===== config.mk =====
export PLATFORM = sky130hd
export DESIGN_NAME = ordered_retire_arbiter
export DESIGN_NICKNAME = d
export VERILOG_FILES = /design/src/rtl/retire_arb_pkg.sv /design/src/rtl/rob_datapath.sv /design/src/rtl/exc_control.sv /design/src/rtl/ordered_retire_arbiter.sv
export SDC_FILE = /design/constraint.sdc
export NUM_CORES = 1
export LEC_CHECK = 0
export ABC_CLOCK_PERIOD_IN_PS = 5300
export CORE_UTILIZATION = 55
export DETAILED_ROUTE_END_ITERATION = 10
export DONT_BUFFER_PORTS = 1
export MAX_ROUTING_LAYER = met4
export PLACE_DENSITY = 0.7
export SLEW_MARGIN = 20
export SYNTH_ARGS = -nofsm -noshare
export SYNTH_HDL_FRONTEND = slang
export SYNTH_SLANG_ARGS = --single-unit

===== constraint.sdc =====
create_clock -name clk -period 5.3 [get_ports clk]
set_input_delay 0.53 -clock clk [delete_from_list [all_inputs] [get_ports clk]]
set_output_delay 0.53 -clock clk [all_outputs]
set_load 0.03 [all_outputs]

===== src/rtl/retire_arb_pkg.sv =====
`timescale 1ns/1ps
package retire_arb_pkg;

  typedef enum logic [2:0] {
    CAUSE_NONE = 3'd0,
    CAUSE_SYNC = 3'd1,
    CAUSE_BKPT = 3'd4,
    CAUSE_EXT  = 3'd5,
    CAUSE_DEC  = 3'd6
  } causeT;

  // Strobes from the control to the record datapath
  typedef struct packed {
    logic       push;
    logic [1:0] retireCnt;
    logic       flush;
  } robCtrlT;

endpackage


===== src/rtl/rob_datapath.sv =====
`timescale 1ns/1ps
module rob_datapath
  import retire_arb_pkg::*;
#(
  parameter int DEPTH = 8,
  parameter int PC_W  = 32,
  localparam int TAG_W = $clog2(DEPTH),
  localparam int CNT_W = $clog2(DEPTH + 1)
) (
  input  logic             clk,
  input  logic             rstN,
  input  robCtrlT          ctrl,
  input  logic [PC_W-1:0]  dispPc,
  input  logic             dispMustDone,
  input  logic             wbValid,
  input  logic [TAG_W-1:0] wbTag,
  input  logic             wbFault,
  output logic [TAG_W-1:0] tailTag,
  output logic             full,
  output logic             h0Valid,
  output logic             h0Done,
  output logic             h0Fault,
  output logic             h0Must,
  output logic [PC_W-1:0]  h0Pc,
  output logic             h1Valid,
  output logic             h1Done,
  output logic             h1Fault
);

  logic [TAG_W-1:0] headPtr, tailPtr, head1Ptr;
  logic [CNT_W-1:0] count;
  logic [DEPTH-1:0] vldVec, doneVec, faultVec, mustVec;
  logic [PC_W-1:0]  pcArr [DEPTH];

  assign head1Ptr = headPtr + TAG_W'(1);

  for (genvar i = 0; i < DEPTH; i++) begin : gEntry
    localparam logic [TAG_W-1:0] IDX = TAG_W'(i);
    logic eVld, eDone, eFault, eMust;
    logic [PC_W-1:0] ePc;
    logic isPush, isWb, isRet;

    always_comb begin
      isPush = ctrl.push && (tailPtr == IDX);
      isWb   = wbValid && (wbTag == IDX) && eVld;
      isRet  = ((ctrl.retireCnt != 2'd0) && (headPtr == IDX)) ||
               ((ctrl.retireCnt == 2'd2) && (head1Ptr == IDX));
    end

    always_ff @(posedge clk) begin
      if (!rstN) begin
        eVld   <= 1'b0;
        eDone  <= 1'b0;
        eFault <= 1'b0;
        eMust  <= 1'b0;
        ePc    <= '0;
      end else if (ctrl.flush) begin
        eVld <= 1'b0;
      end else begin
        if (isPush) begin
          eVld   <= 1'b1;
          eDone  <= 1'b0;
          eFault <= 1'b0;
          eMust  <= dispMustDone;
          ePc    <= dispPc;
        end
        if (isWb) begin
          eDone  <= 1'b1;
          eFault <= wbFault;
        end
        if (isRet) eVld <= 1'b0;
      end
    end

    assign vldVec[i]   = eVld;
    assign doneVec[i]  = eDone;
    assign faultVec[i] = eFault;
    assign mustVec[i]  = eMust;
    assign pcArr[i]    = ePc;
  end

  always_ff @(posedge clk) begin
    if (!rstN || ctrl.flush) begin
      headPtr <= '0;
      tailPtr <= '0;
      count   <= '0;
    end else begin
      headPtr <= headPtr + TAG_W'(ctrl.retireCnt);
      tailPtr <= tailPtr + TAG_W'(ctrl.push);
      count   <= count + CNT_W'(ctrl.push) - CNT_W'(ctrl.retireCnt);
    end
  end

  always_comb begin
    tailTag = tailPtr;
    full    = (count == CNT_W'(DEPTH));
    h0Valid = vldVec[headPtr];
    h0Done  = doneVec[headPtr];
    h0Fault = faultVec[headPtr];
    h0Must  = mustVec[headPtr];
    h0Pc    = pcArr[headPtr];
    h1Valid = vldVec[head1Ptr];
    h1Done  = doneVec[head1Ptr];
    h1Fault = faultVec[head1Ptr];
  end

endmodule


===== src/rtl/exc_control.sv =====
`timescale 1ns/1ps
module exc_control
  import retire_arb_pkg::*;
#(
  parameter int PC_W = 32
) (
  input  logic            clk,
  input  logic            rstN,
  input  logic            h0Valid,
  input  logic            h0Done,
  input  logic            h0Fault,
  input  logic            h0Must,
  input  logic [PC_W-1:0] h0Pc,
  input  logic            h1Valid,
  input  logic            h1Done,
  input  logic            h1Fault,
  input  logic            full,
  input  logic            dispValid,
  input  logic            bkptReq,
  input  logic            bkptEnable,
  input  logic            extIrqReq,
  input  logic            decReq,
  input  logic            intEnableSet,
  input  logic [PC_W-1:0] fetchPc,
  output robCtrlT         ctrl,
  output logic            dispReady,
  output logic            intEnable,
  output logic            excValid,
  output logic [2:0]      excCause,
  output logic [PC_W-1:0] excPc
);

  causeT asyncCause, takeCause;
  logic h0Clean, h1Clean, syncTake, asyncPend, asyncTake, take;
  logic [PC_W-1:0] restartPc;

  always_comb begin
    asyncCause = CAUSE_NONE;
    if (bkptReq && bkptEnable)      asyncCause = CAUSE_BKPT;
    else if (intEnable && extIrqReq) asyncCause = CAUSE_EXT;
    else if (intEnable && decReq)    asyncCause = CAUSE_DEC;
  end

  always_comb begin
    h0Clean   = h0Valid && h0Done && !h0Fault;
    h1Clean   = h1Valid && h1Done && !h1Fault;
    syncTake  = h0Valid && h0Done && h0Fault;
    asyncPend = (asyncCause != CAUSE_NONE);
    // head must be empty, or incomplete and not marked, before taking
    asyncTake = asyncPend && !syncTake && !h0Clean && !(h0Valid && h0Must);
    take      = syncTake || asyncTake;
    takeCause = syncTake ? CAUSE_SYNC : asyncCause;
    restartPc = h0Valid ? h0Pc : fetchPc;

    dispReady      = !full && !take && !asyncPend;
    ctrl.push      = dispValid && dispReady;
    ctrl.flush     = take;
    ctrl.retireCnt = 2'd0;
    if (!syncTake && h0Clean) ctrl.retireCnt = h1Clean ? 2'd2 : 2'd1;
  end

  always_ff @(posedge clk) begin
    if (!rstN) begin
      intEnable <= 1'b0;
      excValid  <= 1'b0;
      excCause  <= CAUSE_NONE;
      excPc     <= '0;
    end else begin
      excValid <= take;
      excCause <= take ? takeCause : CAUSE_NONE;
      if (take) excPc <= restartPc;
      if (take)              intEnable <= 1'b0;
      else if (intEnableSet) intEnable <= 1'b1;
    end
  end

endmodule


===== src/rtl/ordered_retire_arbiter.sv =====
`timescale 1ns/1ps
module ordered_retire_arbiter
  import retire_arb_pkg::*;
#(
  parameter int DEPTH = 8,
  parameter int PC_W  = 32,
  localparam int TAG_W = $clog2(DEPTH)
) (
  input  logic             clk,
  input  logic             rstN,
  input  logic             dispValid,
  input  logic [PC_W-1:0]  dispPc,
  input  logic             dispMustDone,
  output logic             dispReady,
  output logic [TAG_W-1:0] dispTag,
  input  logic             wbValid,
  input  logic [TAG_W-1:0] wbTag,
  input  logic             wbFault,
  input  logic             bkptReq,
  input  logic             bkptEnable,
  input  logic             extIrqReq,
  input  logic             decReq,
  input  logic             intEnableSet,
  input  logic [PC_W-1:0]  fetchPc,
  output logic             intEnable,
  output logic [1:0]       retireCount,
  output logic             excValid,
  output logic [2:0]       excCause,
  output logic [PC_W-1:0]  excPc
);

  robCtrlT ctrlBus;
  logic full, h0Valid, h0Done, h0Fault, h0Must, h1Valid, h1Done, h1Fault;
  logic [PC_W-1:0] h0Pc;
  logic flushNow;

  assign retireCount = ctrlBus.retireCnt;
  assign flushNow    = ctrlBus.flush;

  rob_datapath #(.DEPTH(DEPTH), .PC_W(PC_W)) uDp (
    .clk(clk), .rstN(rstN), .ctrl(ctrlBus),
    .dispPc(dispPc), .dispMustDone(dispMustDone),
    .wbValid(wbValid), .wbTag(wbTag), .wbFault(wbFault),
    .tailTag(dispTag), .full(full),
    .h0Valid(h0Valid), .h0Done(h0Done), .h0Fault(h0Fault), .h0Must(h0Must), .h0Pc(h0Pc),
    .h1Valid(h1Valid), .h1Done(h1Done), .h1Fault(h1Fault)
  );

  exc_control #(.PC_W(PC_W)) uCtl (
    .clk(clk), .rstN(rstN),
    .h0Valid(h0Valid), .h0Done(h0Done), .h0Fault(h0Fault), .h0Must(h0Must), .h0Pc(h0Pc),
    .h1Valid(h1Valid), .h1Done(h1Done), .h1Fault(h1Fault),
    .full(full), .dispValid(dispValid),
    .bkptReq(bkptReq), .bkptEnable(bkptEnable), .extIrqReq(extIrqReq), .decReq(decReq),
    .intEnableSet(intEnableSet), .fetchPc(fetchPc),
    .ctrl(ctrlBus), .dispReady(dispReady), .intEnable(intEnable),
    .excValid(excValid), .excCause(excCause), .excPc(excPc)
  );

endmodule


## Word-level counts from Yosys, hierarchy flattened

Index checks and enable logic that the tools add are counted.
W data, S select, Z words.

- $add $sub $neg: 5
- Order comparisons: 3
- Equal/unequal tests: 30
- Multiplexer cells: 48
- Bitwise logic cells: 3
- Reduce and logical (&&, ||, !) cells: 116

Operators by type and width:

| cell | count |
|---|---|
| $bmux W32 S3 | 1 |
| $mux W32 | 3 |
| $logic_and A1 B1 Y1 | 56 |
| $eq A3 B3 Y1 const B | 16 |
| $reduce_and A2 Y1 | 17 |
| $mux W1 | 32 |
| $reduce_or A3 Y1 | 9 |
| $eq A3 B2 Y1 const B | 8 |
| $bmux W1 S3 | 7 |
| $reduce_bool A2 Y1 | 9 |
| $eq A3 B1 Y1 const B | 4 |
| $logic_not A3 Y1 | 4 |
| $logic_or A1 B1 Y1 | 10 |
| $logic_not A1 Y1 | 9 |
| $mux W3 | 3 |
| $lt A3 B4 Y1 const B | 2 |
| $add A4 B1 Y4 | 1 |
| $eq A4 B4 Y1 const B | 1 |
| $ge A4 B4 Y1 const B | 1 |
| $mux W2 | 2 |
| $not A3 Y4 | 1 |
| $sub A4 B2 Y4 | 1 |
| $add A3 B1 Y3 | 1 |
| $add A3 B1 Y3 const B | 1 |
| other kinds (5) | 6 |

- Bits in registers: 335
- Bits of input ports: 78

## Depth between registers and ports, before layout

Gate-level depths: netlist of the first run.

- Depth after elaboration: 16
- Depth in mapped cells: 18
- Mapped depth without buffers: 14

## By module

Synthesis of the first run repeated with hierarchy kept, for this count alone.

- Cell total of the unflattened synthesis: 1751
- Area total of the unflattened synthesis: 16897.5 um^2

By module, submodules not included:

| module | instances | cells each | area an instance (um^2) | sequential area each (um^2) |
|---|---|---|---|---|
| rob_datapath | 1 | 1575 | 15031.9 | 5965.7 |
| exc_control | 1 | 176 | 1865.5 | 740.7 |

## Worst setup path after synthesis of the first run

No wires, ideal clock.

- Kind: register to register
- From: reg uDp.headPtr[1]
- To: reg uDp.count[2]
- Library setup time: 0.117 ns
- Arrival: 4.375 ns
- Required time: 5.183 ns
- Slack: 0.808 ns
- Stages on the path, launching flop included: 19
- Buffers on the path: 4
- Cells stage by stage: dfxtp_1 -> buf_2 -> buf_2 -> clkbuf_1 -> buf_2 -> inv_1 -> ha_1 -> and4b_1 -> nor3_1 -> a311oi_1 -> or2_2 -> nor2_1 -> ha_1 -> inv_1 -> ha_1 -> inv_1 -> fa_1 -> xor2_1 -> nor2_1

- Elaborated cells between the ends (all ways): 40
- Those cells by class: 3 x add/sub; 16 x mux; 21 x reduce/logical

RTL lines:

| element | line | source |
|---|---|---|
| start, declared | rob_datapath.sv:30 | `logic [TAG_W-1:0] headPtr, tailPtr, head1Ptr;` |
| start signal, assigned | rob_datapath.sv:88 | `headPtr <= headPtr + TAG_W'(ctrl.retireCnt);` |
| $add A3 B1 Y3 (tied with other cells) | rob_datapath.sv:35 | `assign head1Ptr = headPtr + TAG_W'(1);` |
| $bmux W1 S3 (tied with other cells) | rob_datapath.sv:102 | `h1Valid = vldVec[head1Ptr];` |
| $mux W1 (not written as such) (tied with other cells) | rob_datapath.sv:102 |  |
| $logic_and A1 B1 Y1 (tied with other cells) | exc_control.sv:46 | `h1Clean = h1Valid && h1Done && !h1Fault;` |
| $logic_and A1 B1 Y1 / $logic_not A1 Y1 (equally long branches) | exc_control.sv:46, exc_control.sv:59 |  |
| $mux W2 / $logic_and A1 B1 Y1 (equally long branches) | exc_control.sv:59 | `if (!syncTake && h0Clean) ctrl.retireCnt = h1Clean ? 2'd2 : 2'd1;` |
| $mux W2 * | exc_control.sv:59 |  |
| via retireCount[0] | ordered_retire_arbiter.sv:26 | `output logic [1:0] retireCount,` |
| $sub A4 B2 Y4 * | rob_datapath.sv:90 | `count <= count + CNT_W'(ctrl.push) - CNT_W'(ctrl.retireCnt);` |
| end signal, assigned | rob_datapath.sv:90 |  |
| end, declared | rob_datapath.sv:31 | `logic [CNT_W-1:0] count;` |

The timed path passes the listed nets; every way through them passes the cells marked *. The select of a mux whose other input is x is not followed.
A chain may end at the register's enable or synchronous reset.

## Worst setup path after layout of the first run

Same ends and word-level chain as after synthesis.

==> results.cfg, run 1 <==
[yosys]
avgSynthCellArea_um2 = 10.3
ys_seq_elements = 335
synth_area_mm2 = 0.0155
synth.distinct_cells = 49
synth_edf_count = 0
synth_top_flop_cell = dfxtp_1
async_flop_share_pct = 0
netlist_instances = 1497
yosys_warnings = 0
synth_nets = 1593
synth_seq_area_share_pct = 43.4

[worst_setup_path]
cp_max_fo = 36
path_cells = inv_1 > ha_1 > and4b_1 > nor3_1 > a311oi_1 > or2_2 > nor2_1 > ha_1 > inv_1 > ha_1 > inv_1 > fa_1 > xor2_1 > nor2_1
arrival_ns = 4.58
critPathBufInv = 3
path_class = reg2reg
slowest_stage = dfxtp_4
start_kind = flop
setup.worst_path.end_class = flop
worstPathRequired_ns = 5.68
cp_top_family = simple AND/OR/NAND/NOR gates
max_stage_delay_ns = 0.74

[power]
power.density_mw_per_mm2 = 323
clkPwrFrac_pct = 45.5
power.internal_uw = 4160
p_leak_uw = 0.00720
switching_share_pct = 22.4
comb_power_share_pct = 5.0
seq_power_share_pct = 49.5
p_sw_uw = 1200
ir_drop_mv = 0.235

[clock_tree]
cts_max_path_buffers = 3
cts.sinks = 335
cts_buffers = 35
postCtsSetupBuffers = 0
cts-root-buf = clkbuf_16
hold_buffers = 0
clk-insertion-delay-late_ns = 0.52
cts_tree = yes
path_clk_slew_ns = 0.06
ctsResizeCount = 0
cts_max_level = 2

[timing]
rsz0062_at_grt = false
finalHoldViolations = 0
worstMarginPinSlew_ns = 1.13
tns_ns = 0
setup_viol = 0
layout_min_cycle_time_ns = 4.20
holdWs_ns = 0.145
slew_viol_final = 0
fmax_mhz = 238
fin_skew_ns = 0.0144
fin_crit_sh_pct = 79.2
max_slew_margin_pct = 24.5

[drt]
via_per_inst = 5.73
drtPass1Iterations = 5
detail_route.wl_per_cell_um = 19.7
drt_iter0_markers = 736
antenna_left = 0
drt_wl_total_um = 35300
drc = 0
vias = 10300

[floorplan]
dieArea_mm2 = 0.0288
die_x_um = 170
ios = 121
rows = 60
fp.coreArea_mm2 = 0.0273
start_util_pct = 56.7
die_h_um = 170

[cells_and_area]
n_antenna_cell = 0
final_nets = 1497
seq_area_mm2 = 0.00672
mostFrequentLayoutCell = dfxtp_1
synthToLayoutAreaGrowth_pct = 7.41
layout_common_cells = 332 x dfxtp_1, 245 x nor2b_1, 240 x mux2i_1
multi_input_area_mm2 = 0.00809
drive_gt1_share_pct = 10.9
n_fill_cell = 2286

[min_path]
hp-class = in2reg

[global_routing]
grt_pass1_wl_um = 56000
antenna_found_initial = 0
grt_pass1_vias = 10100
grt_usage_pct = 25.4
grt_max_degree = 353
gr-total-overflow = 0

[placement]
portBuffers = 0
hpwl_um = 19800
place_congestion = 0.894

[flow_run]
max-cap-violations = 0

[run_status]
status = completed
==> layout make-up <==
cell class,count,area share (%)
Sequential cell,335,40.5
Tap cell,372,2.80
Inverter,11,0.249
Clock inverter,7,0.603
Timing Repair Buffer,17,0.844
Clock buffer,54,6.32
Multi-Input combinational cell,1001,48.7
==> state kept, by name (all words and copies together) (netlist names), 3 cells and up <==
register / count
uDp.count: 4
uDp.headPtr: 3
uCtl.excPc: 32
uDp.gEntry.eVld: 8
uDp.gEntry.eFault: 8
uDp.gEntry.eDone: 8
uDp.gEntry.ePc: 256
uDp.tailTag: 3
uDp.gEntry.eMust: 8
uCtl.excCause: 3
==> power by group through the flow <==
stage / combinational, uW / clock [uW] / sequential [uW]
floorplan: 264 / 0 / 2700
global placement: 260 / 0 / 2710
detailed placement: 267 / 0 / 2710
CTS: 268 / 2490 / 2650
global route: 286 / 2600 / 2660
finish: 267 / 2440 / 2650
==> kinds of logic (layout without fill, tap and decap cells) <==
family | Yosys count | in the layout | share of synthesized area [%]
buf+inv | 161 | 89 | 4.34
compound gates | 97 | 97 | 4.97
flops | 335 | 335 | 43.4
mux | 316 | 316 | 26.3
xor+xnor | 4 | 4 | 0.227
simple gates | 566 | 566 | 19.2
fa+ha+maj | 18 | 18 | 1.55
==> final timing paths <==
| check | from | to | slack (ns) | cells after the start |
|---|---|---|---|---|
| max | uDp.headPtr[1] | uDp.count[2] | 1.10 | 14 |
| min | intEnableSet | uCtl.intEnable | 0.15 | 2 |
| max reg2reg | uDp.headPtr[1] | uDp.count[2] | 1.10 | 14 |
| min reg2reg | uDp.gEntry[7].ePc[24] | uDp.gEntry[7].ePc[24] | 0.46 | 2 |
==> synth_stat cells, types with 2 or more instances <==
master | count | area, um2
buf_4 | 3 | 22.5
o21ai_0 | 2 | 10.0
xor2_1 | 3 | 26.3
a22oi_1 | 5 | 37.5
o2111ai_1 | 33 | 289
nand4b_1 | 3 | 26.3
nor3_1 | 8 | 40.0
mux2_2 | 4 | 45.0
a21boi_0 | 39 | 293
dfxtp_1 | 335 | 6710
fa_1 | 2 | 40.0
and2_1 | 4 | 25.0
a21boi_1 | 2 | 15.0
or3_1 | 2 | 12.5
nand4_1 | 11 | 68.8
and3_1 | 10 | 62.6
nand2_1 | 177 | 664
buf_1 | 9 | 33.8
ha_1 | 16 | 200
nand3_1 | 78 | 390
inv_2 | 2 | 7.51
a21oi_1 | 4 | 20.0
nor2b_1 | 245 | 1530
clkbuf_1 | 94 | 353
o31ai_1 | 2 | 15.0
nor2_1 | 20 | 75.1
mux4_2 | 72 | 1620
inv_1 | 9 | 33.8
mux2i_1 | 240 | 2400
buf_2 | 44 | 220
==> per-stage QoR <==
step	setup slack (ns)	utilization, %	total power [uW]	std cells	area, um2
final	1.10	60.9	5360	1797	16600
after global placement	1.23	56.7	2970	1736	15400
after floorplan	0.808	-	2960	1497	15500
after detailed placement	1.14	56.7	2980	1736	15400
after global routing	0.901	60.9	5540	1797	16600
after CTS	1.12	60.9	5420	1797	16600
==> per-layer routing <==
metal / part of all wire (%) / global-route usage, %
met2: 48 / 41.4
met1: 45 / 32.3
met5: 0 / -
met3: 5.6 / 4.76
met4: 2.1 / 7.01
(Power assumes the default switching activity.)
==> run 2, diff against run 1 <==
--- a/config.mk
+++ b/config.mk
@@ -5,12 +5,12 @@
 export SDC_FILE = /design/constraint.sdc
 export NUM_CORES = 1
 export LEC_CHECK = 0
-export ABC_CLOCK_PERIOD_IN_PS = 5300
+export ABC_CLOCK_PERIOD_IN_PS = 3700
 export CORE_UTILIZATION = 55
 export DETAILED_ROUTE_END_ITERATION = 10
 export DONT_BUFFER_PORTS = 1
 export MAX_ROUTING_LAYER = met4
-export PLACE_DENSITY = 0.7
+export PLACE_DENSITY = 0.73
 export SLEW_MARGIN = 20
 export SYNTH_ARGS = -nofsm -noshare
 export SYNTH_HDL_FRONTEND = slang
==> constraint.sdc (replaced) <==
create_clock -name clk -period 3.7 [get_ports clk]
set_input_delay 0.37 -clock clk [delete_from_list [all_inputs] [get_ports clk]]
set_output_delay 0.37 -clock clk [all_outputs]
set_load 0.03 [all_outputs]
==> results.cfg, run 2 (synthesized netlist as in run 1, its figures left out) <==
[drt]
drt_wl_total_um = 37100
drt_iter0_markers = 721
vias = 10600
drtPass1Iterations = 4
detail_route.wl_per_cell_um = 20.2
antenna_left = 0
drc = 0
via_per_inst = 5.77

[worst_setup_path]
reg2reg_from = uDp.headPtr[1]
cp_max_fo = 33
path_class = reg2reg
r2r_slack_ns = 0.35
critPathLaunch = uDp.headPtr[1]
r2r_end = uDp.gEntry[3].eVld
endpoint = uDp.gEntry[3].eVld
arrival_ns = 3.76
worstPathRequired_ns = 4.12
start_kind = flop
setup.worst_path.end_class = flop
reg2reg_depth = 6

[global_routing]
gr-total-overflow = 0
grt_pass1_vias = 10400
grt_pass1_wl_um = 57700
antenna_found_initial = 1
grt_usage_pct = 26.3
grt_max_degree = 324

[cells_and_area]
synthToLayoutAreaGrowth_pct = 9.89
fin_area_mm2 = 0.0170
seq_area_mm2 = 0.00672
mostFrequentLayoutCell = dfxtp_1
final_nets = 1536
n_fill_cell = 2184
drive_gt1_share_pct = 11.6
multi_input_area_mm2 = 0.00812
largest_reg_flops = 256
top_register = uDp.gEntry.ePc
layout_common_cells = 332 x dfxtp_1, 245 x nor2b_1, 240 x mux2i_1
largest_registers = uDp.gEntry.ePc x256, uCtl.excPc x32
finalNonFillerCells = 1836

[run_status]
status = completed

[clock_tree]
cts.sinks = 335
cts_buffers = 37
cts_max_path_buffers = 3
path_clk_slew_ns = 0.06
clk-insertion-delay-late_ns = 0.52
cts_tree = yes
cts_max_level = 2
ctsResizeCount = 0
cts-root-buf = clkbuf_16

[timing]
holdWs_ns = 0.0153
max_slew_margin_pct = 21.8
fmax_mhz = 299
slew_viol_final = 0
layout_min_cycle_time_ns = 3.35
finalHoldViolations = 0
worstMarginPinSlew_ns = 1.17
fin_crit_sh_pct = 90.5
setup_viol = 0
tns_ns = 0
rsz0062_at_grt = false
fin_skew_ns = 0.0194

[min_path]
hp-class = in2reg

[power]
power.internal_uw = 5970
seq_power_share_pct = 49.1
p_leak_uw = 0.00736
ir_drop_mv = 0.324
p_sw_uw = 1760
switching_share_pct = 22.8
comb_power_share_pct = 5.5
power.density_mw_per_mm2 = 455
clkPwrFrac_pct = 45.4

[placement]
placedCellCount = 1745
portBuffers = 0
hpwl_um = 20500
place_area_mm2 = 0.0155
place_congestion = 0.895

[floorplan]
start_util_pct = 56.7
dieArea_mm2 = 0.0288
fp.coreArea_mm2 = 0.0273
die_x_um = 170
die_h_um = 170
ios = 121
rows = 60

[flow_run]
max-cap-violations = 0
[run 2: cell types whose count changed in the layout (fill, tap and decap cells not counted), sizes merged]
cell / before / now
inv: 12 / 11
clkinvlp: 0 / 1
clkinv: 4 / 6
dlygate4sd3: 0 / 28
buf: 17 / 26
diode: 0 / 1
bufinv: 2 / 1
[run 2: area by class of cell]
cell class | instances | share of cell area [%]
Antenna cell | 1 | 0.0147
Clock buffer | 54 | 6.31
Clock inverter | 8 | 0.486
Inverter | 11 | 0.243
Multi-Input combinational cell | 1001 | 47.8
Sequential cell | 335 | 39.5
Tap cell | 372 | 2.74
Timing Repair Buffer | 54 | 2.87
[run 2: power by group through the flow]
stage / Clock [uW] / Combinational, uW / Sequential [uW]
global route: 3730 / 453 / 3810
CTS: 3560 / 424 / 3800
floorplan: 0 / 379 / 3860
global placement: 0 / 382 / 3880
detailed placement: 0 / 389 / 3880
finish: 3510 / 423 / 3800
[run 2: per-stage QoR]
stage	setup slack [ns]	util [%]	total power [uW]
2_1_floorplan	0.0273	-	4240
3_3_place_gp	0.507	57.0	4260
3_5_place_dp	0.413	57.0	4270
4_1_cts	0.382	62.3	7790
5_1_grt	0.220	62.3	7990
6_report	0.353	62.3	7730
[run 2: routing by layer]
metal	wire length, um	track usage [%]
met5	0	-
met4	761	7.13
met3	1810	3.75
met2	17800	43.6
met1	16700	33.7
[run 2: how the worst min path moves through the flow]
stage                               start                     to  slack (ns)  cells past startpoint
floorplan           uDp.gEntry[7].ePc[22]  uDp.gEntry[7].ePc[22]        0.44                      2
global placement     uDp.gEntry[7].ePc[1]   uDp.gEntry[7].ePc[1]        0.45                      2
detailed placement   uDp.gEntry[7].ePc[5]   uDp.gEntry[7].ePc[5]        0.46                      2
CTS                                  rstN  uDp.gEntry[3].ePc[17]       0.002                      1
global route                    dispPc[0]   uDp.gEntry[7].ePc[0]       0.004                      2
finish                         dispPc[20]  uDp.gEntry[7].ePc[20]        0.02                      2
[run 2: worst max-delay path, cell delays in order (launching register included)]
cell      delay (ns)
dfxtp_4         0.46
mux4_2          0.54
mux2_2          0.31
nand3_2         0.22
a21boi_4        0.96
nand2_2         0.44
nor3_1          0.31
[run 2: repair_timing]
item                                   4_1_cts  5_1_grt
endpoints found under the hold margin       36        0
hold buffers                                28        0
buffers inserted                             0        0
==> run 3, diff against run 2 <==
--- a/config.mk
+++ b/config.mk
@@ -5,6 +5,7 @@
 export SDC_FILE = /design/constraint.sdc
 export NUM_CORES = 1
 export LEC_CHECK = 0
+export ABC_AREA = 1
 export ABC_CLOCK_PERIOD_IN_PS = 3700
 export CORE_UTILIZATION = 55
 export DETAILED_ROUTE_END_ITERATION = 10
==> results.cfg, run 3 <==
[yosys]
synth_largest_area_cell = dfxtp_1
ys_seq_elements = 335
synth_seq_area_share_pct = 40.3
synth_area_mm2 = 0.0166
synth.distinct_cells = 34
synth.most_common_cell = nand2_1
netlist_instances = 2622
yosys_warnings = 0
synth_nets = 2718
synth_top_flop_cell = dfxtp_1
synth_top_area_share_pct = 40.3
avgSynthCellArea_um2 = 6.35
synth_common_cells = 727 x nand2_1, 558 x nor2_1, 335 x dfxtp_1, 301 x inv_1, 156 x a21oi_1
synth_edf_count = 0
async_flop_share_pct = 0
synth_area_leaders = dfxtp_1 40%, nand2_1 16%, nor2_1 13%, inv_1 6.8%, a21oi_1 4.7%

[drt]
drc = 0
detail_route.wl_per_cell_um = 14.5
drt_wl_total_um = 42900
vias = 15200
antenna_left = 0
via_per_inst = 5.16
drtPass1Iterations = 6
drt_iter0_markers = 1392

[power]
comb_power_share_pct = 5.6
power.internal_uw = 6430
seq_power_share_pct = 45.5
p_sw_uw = 1980
switching_share_pct = 23.5
ir_drop_mv = 0.467
power.density_mw_per_mm2 = 462
clkPwrFrac_pct = 48.9
p_leak_uw = 0.00889

[worst_setup_path]
cp_top_family = simple AND/OR/NAND/NOR gates
path_class = reg2reg
r2r_end = uDp.count[2]
max_stage_delay_ns = 0.60
path_cells = inv_4 > nand2_1 > nand3_1 > nand2_1 > nand2_1 > nand2_4 > nand2_2 > nand2_2 > nand2_4 > nand2_8 > and3_1 > inv_1 > ha_1 > inv_1 > ha_1 > inv_1 > fa_1 > xor2_1 > nor2_1
critPathBufInv = 4
cp_max_fo = 40
reg2reg_depth = 19
setup.worst_path.end_class = flop
worstPathRequired_ns = 4.10
arrival_ns = 3.72
reg2reg_from = uDp.headPtr[0]
r2r_slack_ns = 0.38
start_kind = flop
slowest_stage = dfxtp_4

[timing]
fin_crit_sh_pct = 89.6
worstMarginPinSlew_ns = 0.945
finalHoldViolations = 0
layout_min_cycle_time_ns = 3.32
setup_viol = 0
holdWs_ns = 0.00549
slew_viol_final = 0
tns_ns = 0
fin_skew_ns = 0.0156
fmax_mhz = 302
rsz0062_at_grt = false
max_slew_margin_pct = 36.8

[global_routing]
antenna_found_initial = 0
gr-total-overflow = 0
grt_pass1_wl_um = 69800
grt_max_degree = 251
grt_usage_pct = 28.5
grt_pass1_vias = 13800

[run_status]
status = completed

[clock_tree]
cts-root-buf = clkbuf_16
clk-insertion-delay-late_ns = 0.52
postCtsSetupBuffers = 0
cts_max_level = 2
ctsResizeCount = 0
path_clk_slew_ns = 0.06
cts_tree = yes
cts_max_path_buffers = 3
cts_buffers = 38
cts.sinks = 335

[min_path]
hold_path_end = uDp.gEntry[4].ePc[8]
hp-class = in2reg
min_from = dispPc[8]
whs_path_depth = 2

[cells_and_area]
mostFrequentLayoutCell = nand2_1
largest_registers = uDp.gEntry.ePc x256, uCtl.excPc x32
synthToLayoutAreaGrowth_pct = 9.39
top_register = uDp.gEntry.ePc
largest_reg_flops = 256
layout_common_cells = 727 x nand2_1, 557 x nor2_1, 332 x dfxtp_1
fin_area_mm2 = 0.0182
drive_gt1_share_pct = 4.56
final_nets = 2630

[placement]
hpwl_um = 24200
place_area_mm2 = 0.0164
portBuffers = 0
place_congestion = 0.917

[floorplan]
fp.coreArea_mm2 = 0.0297
die_h_um = 176
die_x_um = 176
start_util_pct = 56.0
dieArea_mm2 = 0.0310
rows = 63
ios = 121

[flow_run]
max-cap-violations = 0
[run 3: cell type report]
type	instances	area [um2]
clock inverters	14	238
flip-flops and latches	335	6710
well taps	390	488
repair buffers	65	636
multi-input cells	1790	7830
diodes	1	2.50
fillers	2737	11500
clock buffers	55	1150
inverters	304	1140
[run 3: cells by family (layout without fill, tap and decap cells)]
group | after synthesis | in the layout | synth area share, %
adder cells (fa/ha/maj) | 18 | 18 | 1.44
AND/OR/NAND/NOR | 1433 | 1433 | 34.7
flip-flops | 335 | 335 | 40.3
AO/OA/AOI/OAI | 335 | 335 | 10.7
buffers and inverters | 497 | 438 | 12.7
XOR/XNOR | 4 | 4 | 0.211
other | 0 | 1 | 0
[run 3: power groups by stage]
stage	clock, uW	combinational [uW]	sequential [uW]
2_1_floorplan	0	396	3890
3_3_place_gp	0	388	3900
3_5_place_dp	0	399	3900
4_1_cts	4170	475	3820
5_1_grt	4320	536	3830
6_report	4110	472	3820
[run 3: worst max-delay path by stage]
stage	from	endpoint	slack (ns)	depth (start not counted)
3_3_place_gp	uDp.headPtr[0]	uDp.count[2]	0.49	19
2_1_floorplan	uDp.headPtr[1]	uDp.count[2]	0.05	18
4_1_cts	uDp.headPtr[0]	uDp.count[2]	0.40	19
5_1_grt	uDp.headPtr[0]	uDp.count[2]	0.08	19
3_5_place_dp	uDp.headPtr[0]	uDp.count[2]	0.41	19
6_report	uDp.headPtr[0]	uDp.count[2]	0.38	19
[run 3: metrics by stage]
| step | setup WS, ns | power, uW | util, % | instances |
|---|---|---|---|---|
| finish | 0.385 | 8410 | 61.2 | 2954 |
| global route | 0.0783 | 8690 | 61.2 | 2953 |
| CTS | 0.396 | 8460 | 61.2 | 2953 |
| detailed placement | 0.408 | 4300 | 55.3 | 2845 |
| global placement | 0.489 | 4290 | 55.3 | 2845 |
| floorplan | 0.0539 | 4290 | - | 2622 |
[run 3: routing by layer]
| metal | up-vias | GRT usage, % | share of wire [%] |
|---|---|---|---|
| met5 | - | - | 0 |
| met4 | 0 | 9.82 | 2.9 |
| met3 | 92 | 4.54 | 5.8 |
| met2 | 442 | 45.6 | 46 |
| met1 | 6903 | 36.5 | 45 |
| li1 | 7798 | - | - |
[run 3: worst register-to-register path, cell delays in order, from the launching register on]
cell	delay [ns]
dfxtp_4	0.60
inv_4	0.27
nand2_1	0.15
nand3_1	0.07
nand2_1	0.07
nand2_1	0.08
nand2_4	0.14
nand2_2	0.07
nand2_2	0.07
nand2_4	0.07
nand2_8	0.20
and3_1	0.24
inv_1	0.05
ha_1	0.26
inv_1	0.06
ha_1	0.16
inv_1	0.06
fa_1	0.37
xor2_1	0.16
nor2_1	0.06
[run 3: repair_timing]
item                                   4_1_cts  5_1_grt
endpoints found under the hold margin      242        0
hold buffers                                39        0
setup endpoints to repair                    0        0
